File: src/rtl/ddr_mrs_pkg.sv
package ddr_mrs_pkg;

   typedef enum logic [2:0] {
      ST_IDLE,
      ST_EXT,
      ST_EXT_GAP,
      ST_DRST,
      ST_DRST_GAP,
      ST_NORM,
      ST_NORM_GAP
   } seq_state_t;

   typedef struct packed {
      logic cs_n;
      logic ras_n;
      logic cas_n;
      logic we_n;
   } ddr_cmd_t;

   localparam ddr_cmd_t CMD_LMR = '{cs_n: 1'b0, ras_n: 1'b0, cas_n: 1'b0, we_n: 1'b0};
   localparam ddr_cmd_t CMD_NOP = '{cs_n: 1'b0, ras_n: 1'b1, cas_n: 1'b1, we_n: 1'b1};
   localparam ddr_cmd_t CMD_DES = '{cs_n: 1'b1, ras_n: 1'b1, cas_n: 1'b1, we_n: 1'b1};

   localparam int unsigned MODE_WORD_W = 13;
   localparam int unsigned DLL_RST_BIT = 8;

   function automatic logic burst_code_legal(input logic [2:0] code);
      return (code == 3'b001) || (code == 3'b010) || (code == 3'b011);
   endfunction

   function automatic logic latency_code_legal(input logic [2:0] code);
      return (code == 3'b010) || (code == 3'b110);
   endfunction

endpackage

File: src/rtl/ddr_mrs_word_build.sv
module ddr_mrs_word_build
   import ddr_mrs_pkg::*;
#(
   parameter int unsigned ROW_W = 13
) (
   input  logic [2:0]       bl_code,
   input  logic             burst_interleave,
   input  logic [2:0]       cl_code,
   input  logic             dll_enable,
   input  logic             drive_reduced,
   output logic             cfg_ok,
   output logic [ROW_W-1:0] word_ext,
   output logic [ROW_W-1:0] word_drst,
   output logic [ROW_W-1:0] word_norm
);

   logic [MODE_WORD_W-1:0] base13;
   logic [MODE_WORD_W-1:0] drst13;
   logic [MODE_WORD_W-1:0] ext13;

   always_comb begin
      base13 = '0;
      base13[2:0] = bl_code;
      base13[3]   = burst_interleave;
      base13[6:4] = cl_code;
      drst13 = base13;
      drst13[DLL_RST_BIT] = 1'b1;
      ext13 = '0;
      ext13[0] = ~dll_enable;
      ext13[1] = drive_reduced;
   end

   assign cfg_ok = burst_code_legal(bl_code) && latency_code_legal(cl_code);

   generate
      if (ROW_W == MODE_WORD_W) begin : g_exact
         assign word_ext  = ext13;
         assign word_drst = drst13;
         assign word_norm = base13;
      end else begin : g_wide
         localparam int unsigned PAD_W = ROW_W - MODE_WORD_W;
         assign word_ext  = {{PAD_W{1'b0}}, ext13};
         assign word_drst = {{PAD_W{1'b0}}, drst13};
         assign word_norm = {{PAD_W{1'b0}}, base13};
      end
   endgenerate

endmodule

File: src/rtl/ddr_mrs_gap_timer.sv
module ddr_mrs_gap_timer #(
   parameter int unsigned GAP_CYCLES = 2,
   localparam int unsigned CNT_W = $clog2(GAP_CYCLES + 1)
) (
   input  logic clk,
   input  logic rst_n,
   input  logic load,
   input  logic run,
   output logic last
);

   logic [CNT_W-1:0] cnt_q;

   always_ff @(posedge clk) begin
      if (!rst_n) begin
         cnt_q <= '0;
      end else if (load) begin
         cnt_q <= CNT_W'(GAP_CYCLES);
      end else if (run && (cnt_q != '0)) begin
         cnt_q <= cnt_q - 1'b1;
      end
   end

   assign last = run && (cnt_q == CNT_W'(1));

endmodule

File: src/rtl/ddr_mrs_ctrl.sv
module ddr_mrs_ctrl
   import ddr_mrs_pkg::*;
#(
   parameter int unsigned ROW_W  = 13,
   parameter int unsigned BANK_W = 2
) (
   input  logic              clk,
   input  logic              rst_n,
   input  logic              start,
   input  logic              cfg_ok,
   input  logic              dll_enable,
   input  logic [ROW_W-1:0]  word_ext,
   input  logic [ROW_W-1:0]  word_drst,
   input  logic [ROW_W-1:0]  word_norm,
   input  logic              banks_idle,
   input  logic              burst_active,
   input  logic              gap_last,
   output logic              gap_load,
   output logic              gap_run,
   output ddr_cmd_t          cmd,
   output logic [BANK_W-1:0] ba,
   output logic [ROW_W-1:0]  addr,
   output logic              busy,
   output logic              done,
   output logic              err
);

   localparam logic [BANK_W-1:0] BANK_BASE = BANK_W'(0);
   localparam logic [BANK_W-1:0] BANK_EXT  = BANK_W'(1);

   seq_state_t       state_q;
   logic             dll_q;
   logic [ROW_W-1:0] ext_q;
   logic [ROW_W-1:0] drst_q;
   logic [ROW_W-1:0] norm_q;
   logic             bus_free;
   logic             issuing;

   assign bus_free = banks_idle && !burst_active;
   assign issuing  = bus_free &&
                     ((state_q == ST_EXT) || (state_q == ST_DRST) || (state_q == ST_NORM));
   assign gap_load = issuing;
   assign gap_run  = (state_q == ST_EXT_GAP) || (state_q == ST_DRST_GAP) ||
                     (state_q == ST_NORM_GAP);
   assign busy     = (state_q != ST_IDLE);

   always_ff @(posedge clk) begin
      if (!rst_n) begin
         state_q <= ST_IDLE;
         cmd     <= CMD_DES;
         ba      <= '0;
         addr    <= '0;
         done    <= 1'b0;
         err     <= 1'b0;
         dll_q   <= 1'b0;
         ext_q   <= '0;
         drst_q  <= '0;
         norm_q  <= '0;
      end else begin
         cmd  <= CMD_NOP;
         ba   <= '0;
         addr <= '0;
         unique case (state_q)
            ST_IDLE: begin
               if (start) begin
                  done <= 1'b0;
                  if (cfg_ok) begin
                     err     <= 1'b0;
                     dll_q   <= dll_enable;
                     ext_q   <= word_ext;
                     drst_q  <= word_drst;
                     norm_q  <= word_norm;
                     state_q <= ST_EXT;
                  end else begin
                     err <= 1'b1;
                  end
               end
            end
            ST_EXT: begin
               if (bus_free) begin
                  cmd     <= CMD_LMR;
                  ba      <= BANK_EXT;
                  addr    <= ext_q;
                  state_q <= ST_EXT_GAP;
               end
            end
            ST_EXT_GAP: begin
               if (gap_last) state_q <= dll_q ? ST_DRST : ST_NORM;
            end
            ST_DRST: begin
               if (bus_free) begin
                  cmd     <= CMD_LMR;
                  ba      <= BANK_BASE;
                  addr    <= drst_q;
                  state_q <= ST_DRST_GAP;
               end
            end
            ST_DRST_GAP: begin
               if (gap_last) state_q <= ST_NORM;
            end
            ST_NORM: begin
               if (bus_free) begin
                  cmd     <= CMD_LMR;
                  ba      <= BANK_BASE;
                  addr    <= norm_q;
                  state_q <= ST_NORM_GAP;
               end
            end
            ST_NORM_GAP: begin
               if (gap_last) begin
                  state_q <= ST_IDLE;
                  done    <= 1'b1;
               end
            end
            default: state_q <= ST_IDLE;
         endcase
      end
   end

endmodule

File: src/rtl/ddr_mrs_seq.sv
module ddr_mrs_seq
   import ddr_mrs_pkg::*;
#(
   parameter int unsigned ROW_W      = 13,
   parameter int unsigned BANK_W     = 2,
   parameter int unsigned GAP_CYCLES = 2
) (
   input  logic              clk,
   input  logic              rst_n,
   input  logic              start,
   input  logic [2:0]        bl_code,
   input  logic              burst_interleave,
   input  logic [2:0]        cl_code,
   input  logic              dll_enable,
   input  logic              drive_reduced,
   input  logic              banks_idle,
   input  logic              burst_active,
   output logic              cs_n,
   output logic              ras_n,
   output logic              cas_n,
   output logic              we_n,
   output logic [BANK_W-1:0] ba,
   output logic [ROW_W-1:0]  addr,
   output logic              busy,
   output logic              done,
   output logic              err
);

   generate
      if (ROW_W < MODE_WORD_W) begin : g_bad_row
         $error("ROW_W must cover the 13-bit mode word");
      end
      if (BANK_W < 2) begin : g_bad_bank
         $error("BANK_W must be at least 2");
      end
      if (GAP_CYCLES < 1) begin : g_bad_gap
         $error("GAP_CYCLES must be at least 1");
      end
   endgenerate

   logic             cfg_ok;
   logic [ROW_W-1:0] word_ext;
   logic [ROW_W-1:0] word_drst;
   logic [ROW_W-1:0] word_norm;
   logic             gap_load;
   logic             gap_run;
   logic             gap_last;
   ddr_cmd_t         cmd;

   ddr_mrs_word_build #(.ROW_W(ROW_W)) i_build (
      .bl_code          (bl_code),
      .burst_interleave (burst_interleave),
      .cl_code          (cl_code),
      .dll_enable       (dll_enable),
      .drive_reduced    (drive_reduced),
      .cfg_ok           (cfg_ok),
      .word_ext         (word_ext),
      .word_drst        (word_drst),
      .word_norm        (word_norm)
   );

   ddr_mrs_gap_timer #(.GAP_CYCLES(GAP_CYCLES)) i_timer (
      .clk   (clk),
      .rst_n (rst_n),
      .load  (gap_load),
      .run   (gap_run),
      .last  (gap_last)
   );

   ddr_mrs_ctrl #(.ROW_W(ROW_W), .BANK_W(BANK_W)) i_ctrl (
      .clk          (clk),
      .rst_n        (rst_n),
      .start        (start),
      .cfg_ok       (cfg_ok),
      .dll_enable   (dll_enable),
      .word_ext     (word_ext),
      .word_drst    (word_drst),
      .word_norm    (word_norm),
      .banks_idle   (banks_idle),
      .burst_active (burst_active),
      .gap_last     (gap_last),
      .gap_load     (gap_load),
      .gap_run      (gap_run),
      .cmd          (cmd),
      .ba           (ba),
      .addr         (addr),
      .busy         (busy),
      .done         (done),
      .err          (err)
   );

   assign cs_n  = cmd.cs_n;
   assign ras_n = cmd.ras_n;
   assign cas_n = cmd.cas_n;
   assign we_n  = cmd.we_n;

endmodule

File: config.mk
export PLATFORM = sky130hd
export DESIGN_NAME = ddr_mrs_seq
export DESIGN_NICKNAME = d
export VERILOG_FILES = /design/src/rtl/ddr_mrs_pkg.sv /design/src/rtl/ddr_mrs_word_build.sv /design/src/rtl/ddr_mrs_gap_timer.sv /design/src/rtl/ddr_mrs_ctrl.sv /design/src/rtl/ddr_mrs_seq.sv
export SDC_FILE = /design/constraint.sdc
export NUM_CORES = 1
export LEC_CHECK = 0
export BUFFER_PORTS_ARGS = -buffer_cell sky130_fd_sc_hd__buf_2
export CAP_MARGIN = 20
export CORE_UTILIZATION = 53
export CTS_BUF_LIST = sky130_fd_sc_hd__clkbuf_8
export CTS_CLUSTER_SIZE = 28
export DETAILED_ROUTE_END_ITERATION = 16
export PLACE_DENSITY = 0.81
export SLEW_MARGIN = 15
export SYNTH_ARGS = -nofsm -noshare
export SYNTH_HDL_FRONTEND = slang
export SYNTH_SLANG_ARGS = --single-unit
File: constraint.sdc
create_clock -name clk -period 1.5 [get_ports clk]
set_input_delay 0.3 -clock clk [delete_from_list [all_inputs] [get_ports clk]]
set_output_delay 0.3 -clock clk [all_outputs]
set_load 0.01 [all_outputs]
==> run metrics <==
status completed; Inserted Diodes 0; fin util 0.702; Max H-tree Level 2; layout cells sized above 1 0.357; worst-path cell chain inv_1 > ha_1 > or4_4 > a221oi_2; CTS Sinks 29; GRT Residual Overflow 0; ys async rst share 0; EDFF count, synth 0; Worst Path Buf+Inv 1; Iteration-0 DRC Markers 34; Slowest-stage cell, CP or4_4; Die Span X 50.5 um; synth warn 0; Fin Hold WS 0.230 ns; post-detail-place hpwl 1660 um; Vias 1006; Final Critical Period 1.45 ns; PortBufs 29; Residual DRC 0; PD cells 1010 nW/um^2; Core Area 2210 sq um; # rows 17; vias in the first global route 949; WL final 2440 um; final worst path period share 0.967; Pre-Repair DR Iteration Count 4; GP Congestion 0.843; Clk Latency, worst-skew pair 0.28 ns; CP peak stage delay 0.49 ns; worst hold path type in2reg; design area 1550 sq um; final setup fails 0; root buf cell clkbuf_8; Worst Clk Skew 0.0103 ns; Yosys reg bits 29; Max-Cap Viols 0; global-route usage over all layers 0.223; vias per cell 5.13; final slew viol count 0; die height 50.5 um; clk buf depth 2; Final Hold Viols 0; CP Max Fanout 4; Max VDD drop 744 uV; Initial Util 0.563; Req. time, crit path 1.69 ns; Final Net Count 183; WL/cell 12.4 um; Main synth FF type dfxtp_1; dpl ws -0.0150 ns; Critical Path Start Type flip-flop; synthesized area 1240 sq um; Syn Area/Cell 9.65 sq um; critical path arrival 1.64 ns; first-pass GRT wire length 4110 um; Post-DP Area 1390 sq um; Boundary Pins 36; count of cell types in the netlist 42; Post-Synthesis Cells 129; Worst path top cell family by delay simple AND/OR/NAND/NOR gates; initial antenna violation count 0; largest net degree at the start of global routing 20; setup ws final 0.0488 ns; clock-pin slew on the worst setup and hold paths 0.07 ns; cts bufs inserted 5; Filler Cell Count 180; Leak 0.000669 uW; CTS tree built; setup TNS 0 ns; maximum clock rate 689 MHz; area of the die 2550 sq um; WS Path Type reg2reg; Setup crit end kind flip-flop; Area Overhead vs Synth 24.7%; Antenna Nets Post-Route 0; register area share after synthesis 0.466; CTS Hold Buffers Added 0
-- cell usage in the layout (no fill, tap or decap), types with 2 or more instances in the layout --
cell type / n
buf_2: 29
dfxtp_1: 26
nand2_1: 14
buf_4: 10
clkbuf_8: 7
inv_1: 6
conb_1: 6
mux2i_1: 5
nor2_1: 5
and2_1: 5
a21oi_1: 4
o21ai_0: 4
nand2b_1: 3
o21a_1: 3
nor3_1: 3
nor3b_2: 2
nand4_1: 2
o21ai_1: 2
o31ai_1: 2
mux2_2: 2
a22oi_1: 2
ha_1: 2
dfxtp_4: 2
-- flip-flops by register name, indices dropped and copies added (netlist names) --
register	count
i_ctrl.cmd	2
i_ctrl.ba	1
i_ctrl.addr	8
i_ctrl.dll_q	1
i_ctrl.done	1
i_ctrl.ext_q	2
i_ctrl.err	1
i_ctrl.state_q	3
i_ctrl.drst_q	2
i_timer.cnt_q	2
i_ctrl.norm_q	6
-- routing by layer --
| metal | up-vias | global-route usage | routed length, um |
|---|---|---|---|
| li1 | 501 | - | - |
| met5 | - | 0 | 0 |
| met2 | 45 | 0.382 | 1250 |
| met4 | 0 | 0.134 | 75 |
| met1 | 453 | 0.229 | 934 |
| met3 | 7 | 0.0818 | 179 |
-- worst register-to-register path, delay by kind of cell (launching register included) --
kind / cells / cell delay (ns)
compound gates: 1 / 0.26
fa+ha+maj: 1 / 0.22
buf+inv: 1 / 0.06
flops: 1 / 0.33
simple gates: 1 / 0.49
-- per-stage QoR --
step,total power [uW],cells
6_report,1570,196
5_1_grt,1640,196
4_1_cts,1580,191
3_5_place_dp,889,182
3_3_place_gp,885,182
2_1_floorplan,867,134
-- logic make-up (layout without fill, tap and decap cells) --
family                     Yosys count  in the layout  synth area share
other                                1              6           0.00301
AOI/OAI and AO/OA                   22             22             0.120
buffers and inverters               21             55             0.110
and+or+nand+nor                     46             46             0.216
DFF                                 29             29             0.466
xor gates and xnor gates             1              1           0.00704
muxes                                7              7            0.0583
adders and majority gates            2              2            0.0201
-- cells in the mapped netlist, types with 3 or more instances --
cell type,number,share of area
a21oi_1,4,0.016
and2_1,5,0.025
buf_4,10,0.060
dfxtp_1,29,0.47
inv_1,6,0.018
mux2i_1,5,0.040
nand2_1,14,0.042
nand2b_1,3,0.015
nor2_1,5,0.015
nor3_1,3,0.012
o21a_1,3,0.018
o21ai_0,4,0.016
-- path summary, 6_finish.rpt --
kind | depth (start not counted) | endpoint | from | slack (ns)
max | 4 | i_timer.cnt_q[0] | i_timer.cnt_q[1] | 0.05
min reg2reg | 1 | i_ctrl.addr[2] | i_ctrl.norm_q[2] | 0.45
max reg2reg | 4 | i_timer.cnt_q[0] | i_timer.cnt_q[1] | 0.05
min | 2 | i_ctrl.done | start | 0.23
-- timing repair --
action,in CTS,in global routing
setup buffers,1,5
endpoints found under the setup margin,2,2
resized for setup,4,3
pin swaps,1,1
hold endpoints to repair,0,0
-- where the power goes --
part	total [uW]	leakage [uW]	switching [uW]	internal [uW]
Sequential	786	0.000237	7.48	778
Combinational	93.6	0.000378	50.0	43.6
Clock	693	0.0000542	280	413
-- final cells by class --
type,count,area [sq um],share of cell area
Clock buffer,7,96.3,0.0620
Clock inverter,1,5.00,0.00322
Inverter,6,22.5,0.0145
Multi-Input combinational cell,84,553,0.356
Sequential cell,29,589,0.380
Tap cell,28,35.0,0.0226
Timing Repair Buffer,41,251,0.162
(Power assumes the default switching activity.)
